===== config.mk =====
export PLATFORM = sky130hd
export DESIGN_NAME = clk_tune_regs
export DESIGN_NICKNAME = d
export VERILOG_FILES = /design/src/rtl/tune_pkg.sv /design/src/rtl/tune_addr_dec.sv /design/src/rtl/tune_word.sv /design/src/rtl/clk_tune_regs.sv
export SDC_FILE = /design/constraint.sdc
export NUM_CORES = 1
export LEC_CHECK = 0
export CAP_MARGIN = 15
export CORE_MARGIN = 10
export CORE_UTILIZATION = 25
export CTS_CLUSTER_DIAMETER = 150
export DETAILED_ROUTE_END_ITERATION = 8
export GPL_TIMING_DRIVEN = 1
export HOLD_SLACK_MARGIN = 0.02
export PLACE_DENSITY_LB_ADDON = 0.2
export SYNTH_ARGS = -nofsm -noshare
export SYNTH_HDL_FRONTEND = slang
export SYNTH_SLANG_ARGS = --single-unit

===== constraint.sdc =====
create_clock -name clk_i -period 1.9 [get_ports clk_i]
set_input_delay 0.38 -clock clk_i [delete_from_list [all_inputs] [get_ports clk_i]]
set_output_delay 0.38 -clock clk_i [all_outputs]
set_load 0.02 [all_outputs]

===== src/rtl/tune_pkg.sv =====
package tune_pkg;
  localparam int WORD_W  = 16;
  localparam int BUS_W   = 2 * WORD_W;
  localparam int PHASE_W = 2;
  localparam int DELAY_W = 8;

  // clk_type 0: drive clock, 1: sample clock
  function automatic int phase_lsb(input int clk_type);
    return (clk_type != 0) ? 0 : 1;
  endfunction

  function automatic int delay_lsb(input int clk_type);
    return (clk_type != 0) ? 2 : 3;
  endfunction

  function automatic int mode_bit(input int clk_type);
    return (clk_type != 0) ? 10 : 11;
  endfunction
endpackage


===== src/rtl/tune_addr_dec.sv =====
module tune_addr_dec #(
  parameter int ADDR_W    = 12,
  parameter int BASE_ADDR = 'h200,
  parameter int N_WORDS   = 8,
  localparam int IDX_W    = $clog2(N_WORDS)
) (
  input  logic [ADDR_W-1:0] addr_i,
  output logic              hit_o,
  output logic [IDX_W-1:0]  idx_o
);
  localparam logic [ADDR_W-1:0] BASE = ADDR_W'(BASE_ADDR);
  localparam logic [ADDR_W-1:0] SPAN = ADDR_W'(N_WORDS * 4);

  logic [ADDR_W-1:0] off;

  always_comb begin
    off   = addr_i - BASE;
    hit_o = (addr_i >= BASE) && (off < SPAN) && (off[1:0] == 2'b00);
    idx_o = off[IDX_W+1:2];
  end
endmodule


===== src/rtl/tune_word.sv =====
module tune_word
  import tune_pkg::*;
#(
  parameter int CLK_TYPE = 0
) (
  input  logic               clk_i,
  input  logic               rst_ni,
  input  logic               wr_i,
  input  logic [WORD_W-1:0]  wdata_i,
  input  logic [WORD_W-1:0]  wmask_i,
  output logic [WORD_W-1:0]  q_o,
  output logic [PHASE_W-1:0] phase_o,
  output logic [DELAY_W-1:0] delay_o,
  output logic               mode_o
);
  localparam int PL = phase_lsb(CLK_TYPE);
  localparam int DL = delay_lsb(CLK_TYPE);
  localparam int MB = mode_bit(CLK_TYPE);

  logic [WORD_W-1:0] q;

  always_ff @(posedge clk_i or negedge rst_ni) begin
    if (!rst_ni)   q <= '0;
    else if (wr_i) q <= (q & ~wmask_i) | (wdata_i & wmask_i);
  end

  assign q_o     = q;
  assign phase_o = q[PL +: PHASE_W];
  assign delay_o = q[DL +: DELAY_W];
  assign mode_o  = q[MB];


  masked_keep_chk: assert property (@(posedge clk_i) disable iff (!rst_ni)
    wr_i |=> (((q ^ $past(q)) & ~$past(wmask_i)) == '0));

  idle_hold_chk: assert property (@(posedge clk_i) disable iff (!rst_ni)
    !wr_i |=> $stable(q));
endmodule


===== src/rtl/clk_tune_regs.sv =====
module clk_tune_regs
  import tune_pkg::*;
#(
  parameter int N_CTRL    = 4,
  parameter int ADDR_W    = 12,
  parameter int BASE_ADDR = 'h200,
  localparam int N_WORDS  = 2 * N_CTRL,
  localparam int IDX_W    = $clog2(N_WORDS)
) (
  input  logic                      clk_i,
  input  logic                      rst_ni,
  input  logic                      req_i,
  input  logic                      we_i,
  input  logic [ADDR_W-1:0]         addr_i,
  input  logic [BUS_W-1:0]          wdata_i,
  output logic [BUS_W-1:0]          rdata_o,
  output logic                      err_o,
  output logic [N_CTRL*PHASE_W-1:0] drv_phase_o,
  output logic [N_CTRL*DELAY_W-1:0] drv_delay_o,
  output logic [N_CTRL-1:0]         drv_mode_o,
  output logic [N_CTRL*PHASE_W-1:0] smp_phase_o,
  output logic [N_CTRL*DELAY_W-1:0] smp_delay_o,
  output logic [N_CTRL-1:0]         smp_mode_o
);
  logic              hit;
  logic [IDX_W-1:0]  idx;
  logic [N_WORDS-1:0] wr_sel;
  logic [WORD_W-1:0]  q_w  [N_WORDS];
  logic [PHASE_W-1:0] ph_w [N_WORDS];
  logic [DELAY_W-1:0] dl_w [N_WORDS];
  logic [N_WORDS-1:0] md_w;
  logic [BUS_W-1:0]   rdata_q;
  logic               err_q;

  tune_addr_dec #(
    .ADDR_W(ADDR_W), .BASE_ADDR(BASE_ADDR), .N_WORDS(N_WORDS)
  ) u_dec (
    .addr_i(addr_i), .hit_o(hit), .idx_o(idx)
  );

  always_comb begin
    for (int w = 0; w < N_WORDS; w++)
      wr_sel[w] = req_i && we_i && hit && (idx == IDX_W'(w));
  end

  for (genvar c = 0; c < N_CTRL; c++) begin : g_ctrl
    for (genvar t = 0; t < 2; t++) begin : g_type
      localparam int W = 2 * c + t;
      tune_word #(.CLK_TYPE(t)) u_word (
        .clk_i(clk_i), .rst_ni(rst_ni), .wr_i(wr_sel[W]),
        .wdata_i(wdata_i[WORD_W-1:0]), .wmask_i(wdata_i[BUS_W-1:WORD_W]),
        .q_o(q_w[W]), .phase_o(ph_w[W]), .delay_o(dl_w[W]), .mode_o(md_w[W])
      );
      if (t == 0) begin : g_drv
        assign drv_phase_o[c*PHASE_W +: PHASE_W] = ph_w[W];
        assign drv_delay_o[c*DELAY_W +: DELAY_W] = dl_w[W];
        assign drv_mode_o[c]                     = md_w[W];
      end else begin : g_smp
        assign smp_phase_o[c*PHASE_W +: PHASE_W] = ph_w[W];
        assign smp_delay_o[c*DELAY_W +: DELAY_W] = dl_w[W];
        assign smp_mode_o[c]                     = md_w[W];
      end
    end
  end

  always_ff @(posedge clk_i or negedge rst_ni) begin
    if (!rst_ni) begin
      rdata_q <= '0;
      err_q   <= 1'b0;
    end else begin
      err_q <= req_i && !hit;
      if (req_i && !we_i)
        rdata_q <= hit ? {{(BUS_W-WORD_W){1'b0}}, q_w[idx]} : '0;
    end
  end

  assign rdata_o = rdata_q;
  assign err_o   = err_q;


  err_cause_chk: assert property (@(posedge clk_i) disable iff (!rst_ni)
    err_o |-> $past(req_i && !hit));

  drv_hold_chk: assert property (@(posedge clk_i) disable iff (!rst_ni)
    !(req_i && we_i) |=> ($stable(drv_delay_o) && $stable(drv_phase_o) && $stable(drv_mode_o)));

  smp_hold_chk: assert property (@(posedge clk_i) disable iff (!rst_ni)
    !(req_i && we_i) |=> ($stable(smp_delay_o) && $stable(smp_phase_o) && $stable(smp_mode_o)));

  rdata_hold_chk: assert property (@(posedge clk_i) disable iff (!rst_ni)
    !(req_i && !we_i) |=> $stable(rdata_o));
endmodule


==> impl_results.rst, run 1 <==
.. list-table::
   :header-rows: 1

   * - Metric
     - Value
   * - Setup skew after layout
     - 0.01215 ns
   * - Average wire length per cell after detail routing
     - 22.96 µm
   * - Die Area
     - 41,680 µm²
   * - Clock root buffer
     - sky130_fd_sc_hd__clkbuf_16
   * - Post-layout min period
     - 1.888 ns
   * - Post-synth EDFFs
     - 0
   * - Synth-to-layout area growth
     - 39.44%
   * - Fraction of final layout cells with drive strength greater than 1
     - 45.71%
   * - Number of global-route vias before repair
     - 6,202
   * - Sequential share of the synthesized area
     - 42.79%
   * - Number of setup violations in the final report
     - 0
   * - Worst-Margin Slew
     - 0.5549 ns
   * - Largest net degree at the start of global routing
     - 51
   * - Total I/O pin count
     - 169
   * - Drt drc
     - 0
   * - Number of pins with negative max-slew slack in the final report
     - 0
   * - Number of clock sinks
     - 145
   * - Reported leakage power
     - 0.005463 µW
   * - Final critical-path share of the clock period
     - 99.37%
   * - Post-layout worst setup margin
     - 0.01205 ns
   * - Total count of hold-check failures in the final report
     - 0
   * - Syn Std Cell Area
     - 8479 µm²
   * - Distinct cells, synth
     - 28
   * - Endpoint required time on the critical path
     - 2.20 ns
   * - Detailed router's first-iteration violation count
     - 328
   * - TNS Setup
     - 0 ns
   * - Crit Path Category
     - input port to flip-flop
   * - Fmax
     - 529.7 MHz
   * - Post-synthesis register bit count
     - 145
   * - Synth area leader
     - sky130_fd_sc_hd__dfrtp_1
   * - CTS Buffer Depth
     - 2
   * - CTS H-Tree Depth
     - 4
   * - Estimated wirelength of the detail-placed design
     - 18,610 µm
   * - Number of buffers inserted during clock tree synthesis
     - 17
   * - Fillers
     - 3,262
   * - Most instantiated library cell after synthesis
     - sky130_fd_sc_hd__dfrtp_1
   * - Yosys top cell area share
     - 42.79%
   * - Vias per std cell
     - 4.600
   * - DP Worst Slack
     - -0.7959 ns
   * - Worst Hold Class
     - input port to async pin
   * - Clock-pin transition on the worst setup and hold timing paths
     - 0.07 ns
   * - Share of synthesized registers carrying an async set or reset
     - 100.0%
   * - Maximum Capacitance Violations
     - 0
   * - Initial standard-cell utilization of the core
     - 25.29%
   * - Status
     - completed
   * - Mean instance size in the synthesized netlist
     - 13.13 µm²
   * - CP Launch Type
     - input port
   * - IO buf count
     - 152
   * - Relative slew margins
     - 63.00%
   * - Total detailed-routing wirelength
     - 27,960 µm
   * - Via count
     - 5,603
   * - Row cnt
     - 67
   * - Top cells by count, synth
     - sky130_fd_sc_hd__dfrtp_1 (145), sky130_fd_sc_hd__buf_4 (104), sky130_fd_sc_hd__nand3_1 (80)
   * - Aggregate global-route resource usage
     - 13.43%
   * - Ratio of total power to cell area
     - 597.2 nW/µm²
   * - Count of yosys warnings during synthesis
     - 0
   * - Insertion delay to the later sink of the worst-skew pair
     - 0.43 ns
   * - Highest net fanout along the worst path
     - 7
   * - Die width
     - 204.2 µm
   * - Diode insertion count for antenna repair
     - 0
   * - Number of cells after detailed placement
     - 1,157
   * - PnR Total Power
     - 7061 µW
   * - First-pass GRT wire length
     - 42,160 µm
   * - Arrival @ worst endpoint
     - 2.19 ns
   * - Antenna-violating nets left
     - 0
   * - Number of detailed-routing iterations run before antenna repair
     - 4
   * - Maximum vdd ir drop
     - 580.1 µV
   * - Leading register cell type out of synthesis
     - sky130_fd_sc_hd__dfrtp_1
   * - Largest cells by area after synthesis
     - sky130_fd_sc_hd__dfrtp_1 (43%), sky130_fd_sc_hd__mux2_1 (10%), sky130_fd_sc_hd__buf_4 (9.2%)
   * - Nets
     - 806
   * - Final RePlAce weighted congestion
     - 0.7323
   * - Crit. End Element
     - flip-flop
   * - Unrepaired setup endpoints after global routing
     - yes
   * - Synthesized netlist cell count
     - 646
   * - CTS tree
     - done
   * - Total global routing overflow
     - 0
   * - Core ar.
     - 33,530 µm²
   * - Antenna violations before repair
     - 1
   * - Non-filler cells, final
     - 1,218
   * - Die height
     - 204.2 µm
## through the flow
step	hold WS [ns]	utilization [%]	instance area (µm²)
3_3_place_gp	0.3846	31.17	10450
5_1_grt	0.5110	35.26	11820
4_1_cts	0.4922	34.64	11610
2_1_floorplan	0.08441	-	8785
6_report	0.4909	35.26	11820
3_5_place_dp	0.3913	31.17	10450
## cells by family after synthesis
group,share of synthesized area (%)
multiplexers,29.84
buffers and inverters,13.25
XOR/XNOR,0.1033
adder cells (fa/ha/maj),0.1475
AO/OA/AOI/OAI,1.756
flip-flops,42.79
other,0.04422
AND/OR/NAND/NOR,12.07
## power breakdown
group	switching [µW]	internal [µW]	total (µW)
clock	1490	1890	3380
sequential	3.71	3090	3090
combinational	351	239	590
## worst paths after layout
kind                       cells after the start  startpoint          end  slack, ns
max                                           10   addr_i[9]    flip-flop       0.01
min                                            2      rst_ni    async pin       0.49
max reg2reg                                    3   flip-flop  rdata_o[10]       0.40
min reg2reg                                    1   flip-flop    flip-flop       0.49
max in group asynchronous                      3      rst_ni    async pin       0.78
min in group clk_i                             1   flip-flop    flip-flop       0.49
## what timing repair did
item	CTS	global route
buffers inserted	19	0
setup endpoints to repair	147	85
endpoints found under the hold margin	45	0
hold buffers	1	0
pin swaps	8	8
resized for setup	67	51
cloned	11	2
## cell usage in the layout, fill, tap and decap left out, types with 2 or more instances in the layout
master	instances
sky130_fd_sc_hd__clkbuf_16	19
sky130_fd_sc_hd__nor2_4	4
sky130_fd_sc_hd__mux2_4	86
sky130_fd_sc_hd__conb_1	16
sky130_fd_sc_hd__buf_6	14
sky130_fd_sc_hd__nand2b_1	2
sky130_fd_sc_hd__buf_2	4
sky130_fd_sc_hd__mux2_2	16
sky130_fd_sc_hd__dfrtp_1	145
sky130_fd_sc_hd__buf_16	10
sky130_fd_sc_hd__dlymetal6s2s_1	19
sky130_fd_sc_hd__clkinvlp_4	2
sky130_fd_sc_hd__buf_12	31
sky130_fd_sc_hd__nand3_1	49
sky130_fd_sc_hd__mux4_2	32
sky130_fd_sc_hd__buf_4	27
sky130_fd_sc_hd__dlygate4sd2_1	12
sky130_fd_sc_hd__mux2_1	42
sky130_fd_sc_hd__clkdlybuf4s50_1	111
sky130_fd_sc_hd__nand3_2	72
sky130_fd_sc_hd__nor3_4	2
sky130_fd_sc_hd__buf_8	2
sky130_fd_sc_hd__nand3_4	9
sky130_fd_sc_hd__inv_8	2
sky130_fd_sc_hd__clkbuf_2	2
sky130_fd_sc_hd__a22o_1	16
sky130_fd_sc_hd__inv_6	7
## per-layer routing
| layer | vias to the layer above | global-route usage, % | share of wire [%] | routed length [µm] |
|---|---|---|---|---|
| li1 | 2459 | - | - | - |
| met1 | 2965 | 18.10 | 46 | 12910 |
| met2 | 163 | 20.86 | 47 | 13250 |
| met3 | 14 | 3.804 | 5.5 | 1550 |
| met4 | 2 | 3.121 | 0.85 | 238 |
| met5 | - | 0 | 0.032 | 9 |
## final cells by class
class	instances	area (µm²)	area share (%)
tap	448	560.5	4.741
inverter	2	10.01	0.08466
timing repair buffer	235	2830	23.94
clock inverter	14	142.6	1.206
sequential	145	3628	30.69
clock buffer	18	439.2	3.714
multi-input combinational	356	4213	35.63
## critical path, cell delays in order
cell	delay (ns)
sky130_fd_sc_hd__buf_8	0.08
sky130_fd_sc_hd__inv_4	0.03
sky130_fd_sc_hd__ha_4	0.25
sky130_fd_sc_hd__or4b_4	0.48
sky130_fd_sc_hd__buf_6	0.14
sky130_fd_sc_hd__nor2_4	0.12
sky130_fd_sc_hd__buf_12	0.15
sky130_fd_sc_hd__buf_12	0.16
sky130_fd_sc_hd__nand3_2	0.09
sky130_fd_sc_hd__mux2_4	0.30
Note: power is estimated with default switching activity, not from simulation.
==> inputs of run 2 (changes only) <==
CORE_MARGIN = 2   (was 10)
==> impl_results.rst, run 2 (synthesized netlist as in run 1, its figures left out) <==
.. list-table::
   :header-rows: 1

   * - Metric
     - Value
   * - Status
     - completed
   * - Largest net degree at the start of global routing
     - 57
   * - Detailed router's first-iteration violation count
     - 252
   * - Estimated wirelength of the detail-placed design
     - 16,550 µm
   * - Total count of hold-check failures in the final report
     - 0
   * - CTS Buffer Depth
     - 2
   * - Design Area, Final
     - 11,380 µm²
   * - Diode insertion count for antenna repair
     - 0
   * - Synth-to-layout area growth
     - 34.25%
   * - CTS tree
     - done
   * - Gate family responsible for the most delay along the worst path
     - buffers and inverters
   * - Depth of the most critical reg-to-reg path
     - 3
   * - Aggregate global-route resource usage
     - 15.30%
   * - Endpoint required time on the critical path
     - 1.52 ns
   * - Number of setup violations in the final report
     - 0
   * - Maximum single-stage delay on the critical path
     - 0.66 ns
   * - Drt drc
     - 0
   * - Total detailed-routing wirelength
     - 26,660 µm
   * - Number of buffers inserted during clock tree synthesis
     - 17
   * - Vias per std cell
     - 4.622
   * - IO buf count
     - 152
   * - Ratio of total power to cell area
     - 601.1 nW/µm²
   * - Row cnt
     - 67
   * - Maximum vdd ir drop
     - 587.1 µV
   * - Total global routing overflow
     - 0
   * - End-of-flow core utilization
     - 34.03%
   * - Crit Path Category
     - flip-flop to output pin
   * - Post-layout min period
     - 1.860 ns
   * - Final RePlAce weighted congestion
     - 0.7194
   * - Most common cell after layout, fill and taps aside
     - sky130_fd_sc_hd__dfrtp_1
   * - Die width
     - 188.2 µm
   * - Unrepaired setup endpoints after global routing
     - yes
   * - Worst-Margin Slew
     - 0.5922 ns
   * - Cell with the largest stage delay on the worst path
     - sky130_fd_sc_hd__clkdlybuf4s50_1
   * - Crit. End Element
     - output pin
   * - Fraction of final layout cells with drive strength greater than 1
     - 42.90%
   * - Clock-pin transition on the worst setup and hold timing paths
     - 0.07 ns
   * - Core ar.
     - 33,450 µm²
   * - Number of global-route vias before repair
     - 6,099
   * - Reported leakage power
     - 0.005256 µW
   * - Crit path cell chain
     - clkdlybuf4s50_1
   * - Total I/O pin count
     - 169
   * - Maximum Capacitance Violations
     - 0
   * - Initial standard-cell utilization of the core
     - 25.35%
   * - Highest net fanout along the worst path
     - 3
   * - Capturing point of the worst reg2reg path
     - rdata_o[8]
   * - Antenna-violating nets left
     - 0
   * - Number of detailed-routing iterations run before antenna repair
     - 4
   * - CP Launch Type
     - flip-flop
   * - Worst Hold Class
     - input port to flip-flop
   * - Nets
     - 789
   * - Antenna violations before repair
     - 0
   * - Die height
     - 188.2 µm
   * - Leading cell types in the layout, fill and taps excluded
     - sky130_fd_sc_hd__dfrtp_1 (145), sky130_fd_sc_hd__clkdlybuf4s50_1 (116), sky130_fd_sc_hd__mux2_4 (83), sky130_fd_sc_hd__nand3_2 (75), sky130_fd_sc_hd__nand3_1 (54)
   * - Fmax
     - 537.7 MHz
   * - Insertion delay to the later sink of the worst-skew pair
     - 0.43 ns
   * - Post-detailed-placement cell area
     - 10,250 µm²
   * - Number of clock sinks
     - 145
   * - Number of pins with negative max-slew slack in the final report
     - 0
   * - Average wire length per cell after detail routing
     - 22.20 µm
   * - Final critical-path share of the clock period
     - 97.89%
   * - Relative slew margins
     - 60.52%
   * - End point of the critical path
     - smp_delay_o[5]
   * - Via count
     - 5,551
   * - Clock root buffer
     - sky130_fd_sc_hd__clkbuf_16
   * - Die Area
     - 35,410 µm²
   * - Reg2reg setup slack
     - 0.40 ns
   * - Setup skew after layout
     - 0.005840 ns
   * - Number of buffers and inverters on the critical path
     - 1
   * - CTS H-Tree Depth
     - 4
   * - First-pass GRT wire length
     - 40,370 µm
   * - Arrival @ worst endpoint
     - 1.48 ns
   * - Instance count on the critical path
     - 1
-- run 2: area by class of cell --
type,count,area [µm²]
Tap cell,448,560.5
Sequential cell,145,3628
Clock buffer,17,425.4
Timing Repair Buffer,218,2535
Multi-Input combinational cell,356,4104
Clock inverter,15,122.6
Inverter,2,7.507
Fill cell,3256,22060
-- run 2: worst min path at each step --
| stage | from | end | depth (start not counted) |
|---|---|---|---|
| CTS | flip-flop | flip-flop | 1 |
| global placement | rst_ni | async pin | 1 |
| finish | req_i | err_o | 3 |
| detailed placement | rst_ni | rdata_o[1] | 1 |
| floorplan | rst_ni | async pin | 0 |
| global route | req_i | err_o | 3 |
-- run 2: per-stage QoR --
step	instances	hold slack [ns]	TNS [ns]	total power, µW	worst slack, ns
finish	1201	0.3534	0	6842	0.04013
global route	1201	0.3594	-0.04888	7118	-0.02353
CTS	1197	0.4922	0	6944	0.0005599
detailed placement	1143	0.4144	-92.03	3697	-0.7521
global placement	1143	0.3987	-92.12	3686	-0.7386
floorplan	661	0.08441	-23.18	3396	-0.1908
-- run 2: timing repair --
action	4_1_cts	5_1_grt
pin swaps	6	5
resized for setup	57	22
endpoints found under the setup margin	133	52
buffers inserted	13	3
gates cloned	9	1
endpoints found under the hold margin	51	0
hold buffers	1	0
-- run 2: power by group --
group          total (µW)  internal [µW]  switching [µW]
registers            3090           3090            3.72
clock network        3190           1700            1490
logic                 556            213             342
-- run 2: metal layers --
metal  track usage, %  wire length (µm)  vias up
li1                 -                 -     2412
met1            20.79             12320     2964
met2            24.03             12520      154
met3            3.593              1419       21
met4            4.876               399        0
met5                0                 0        -
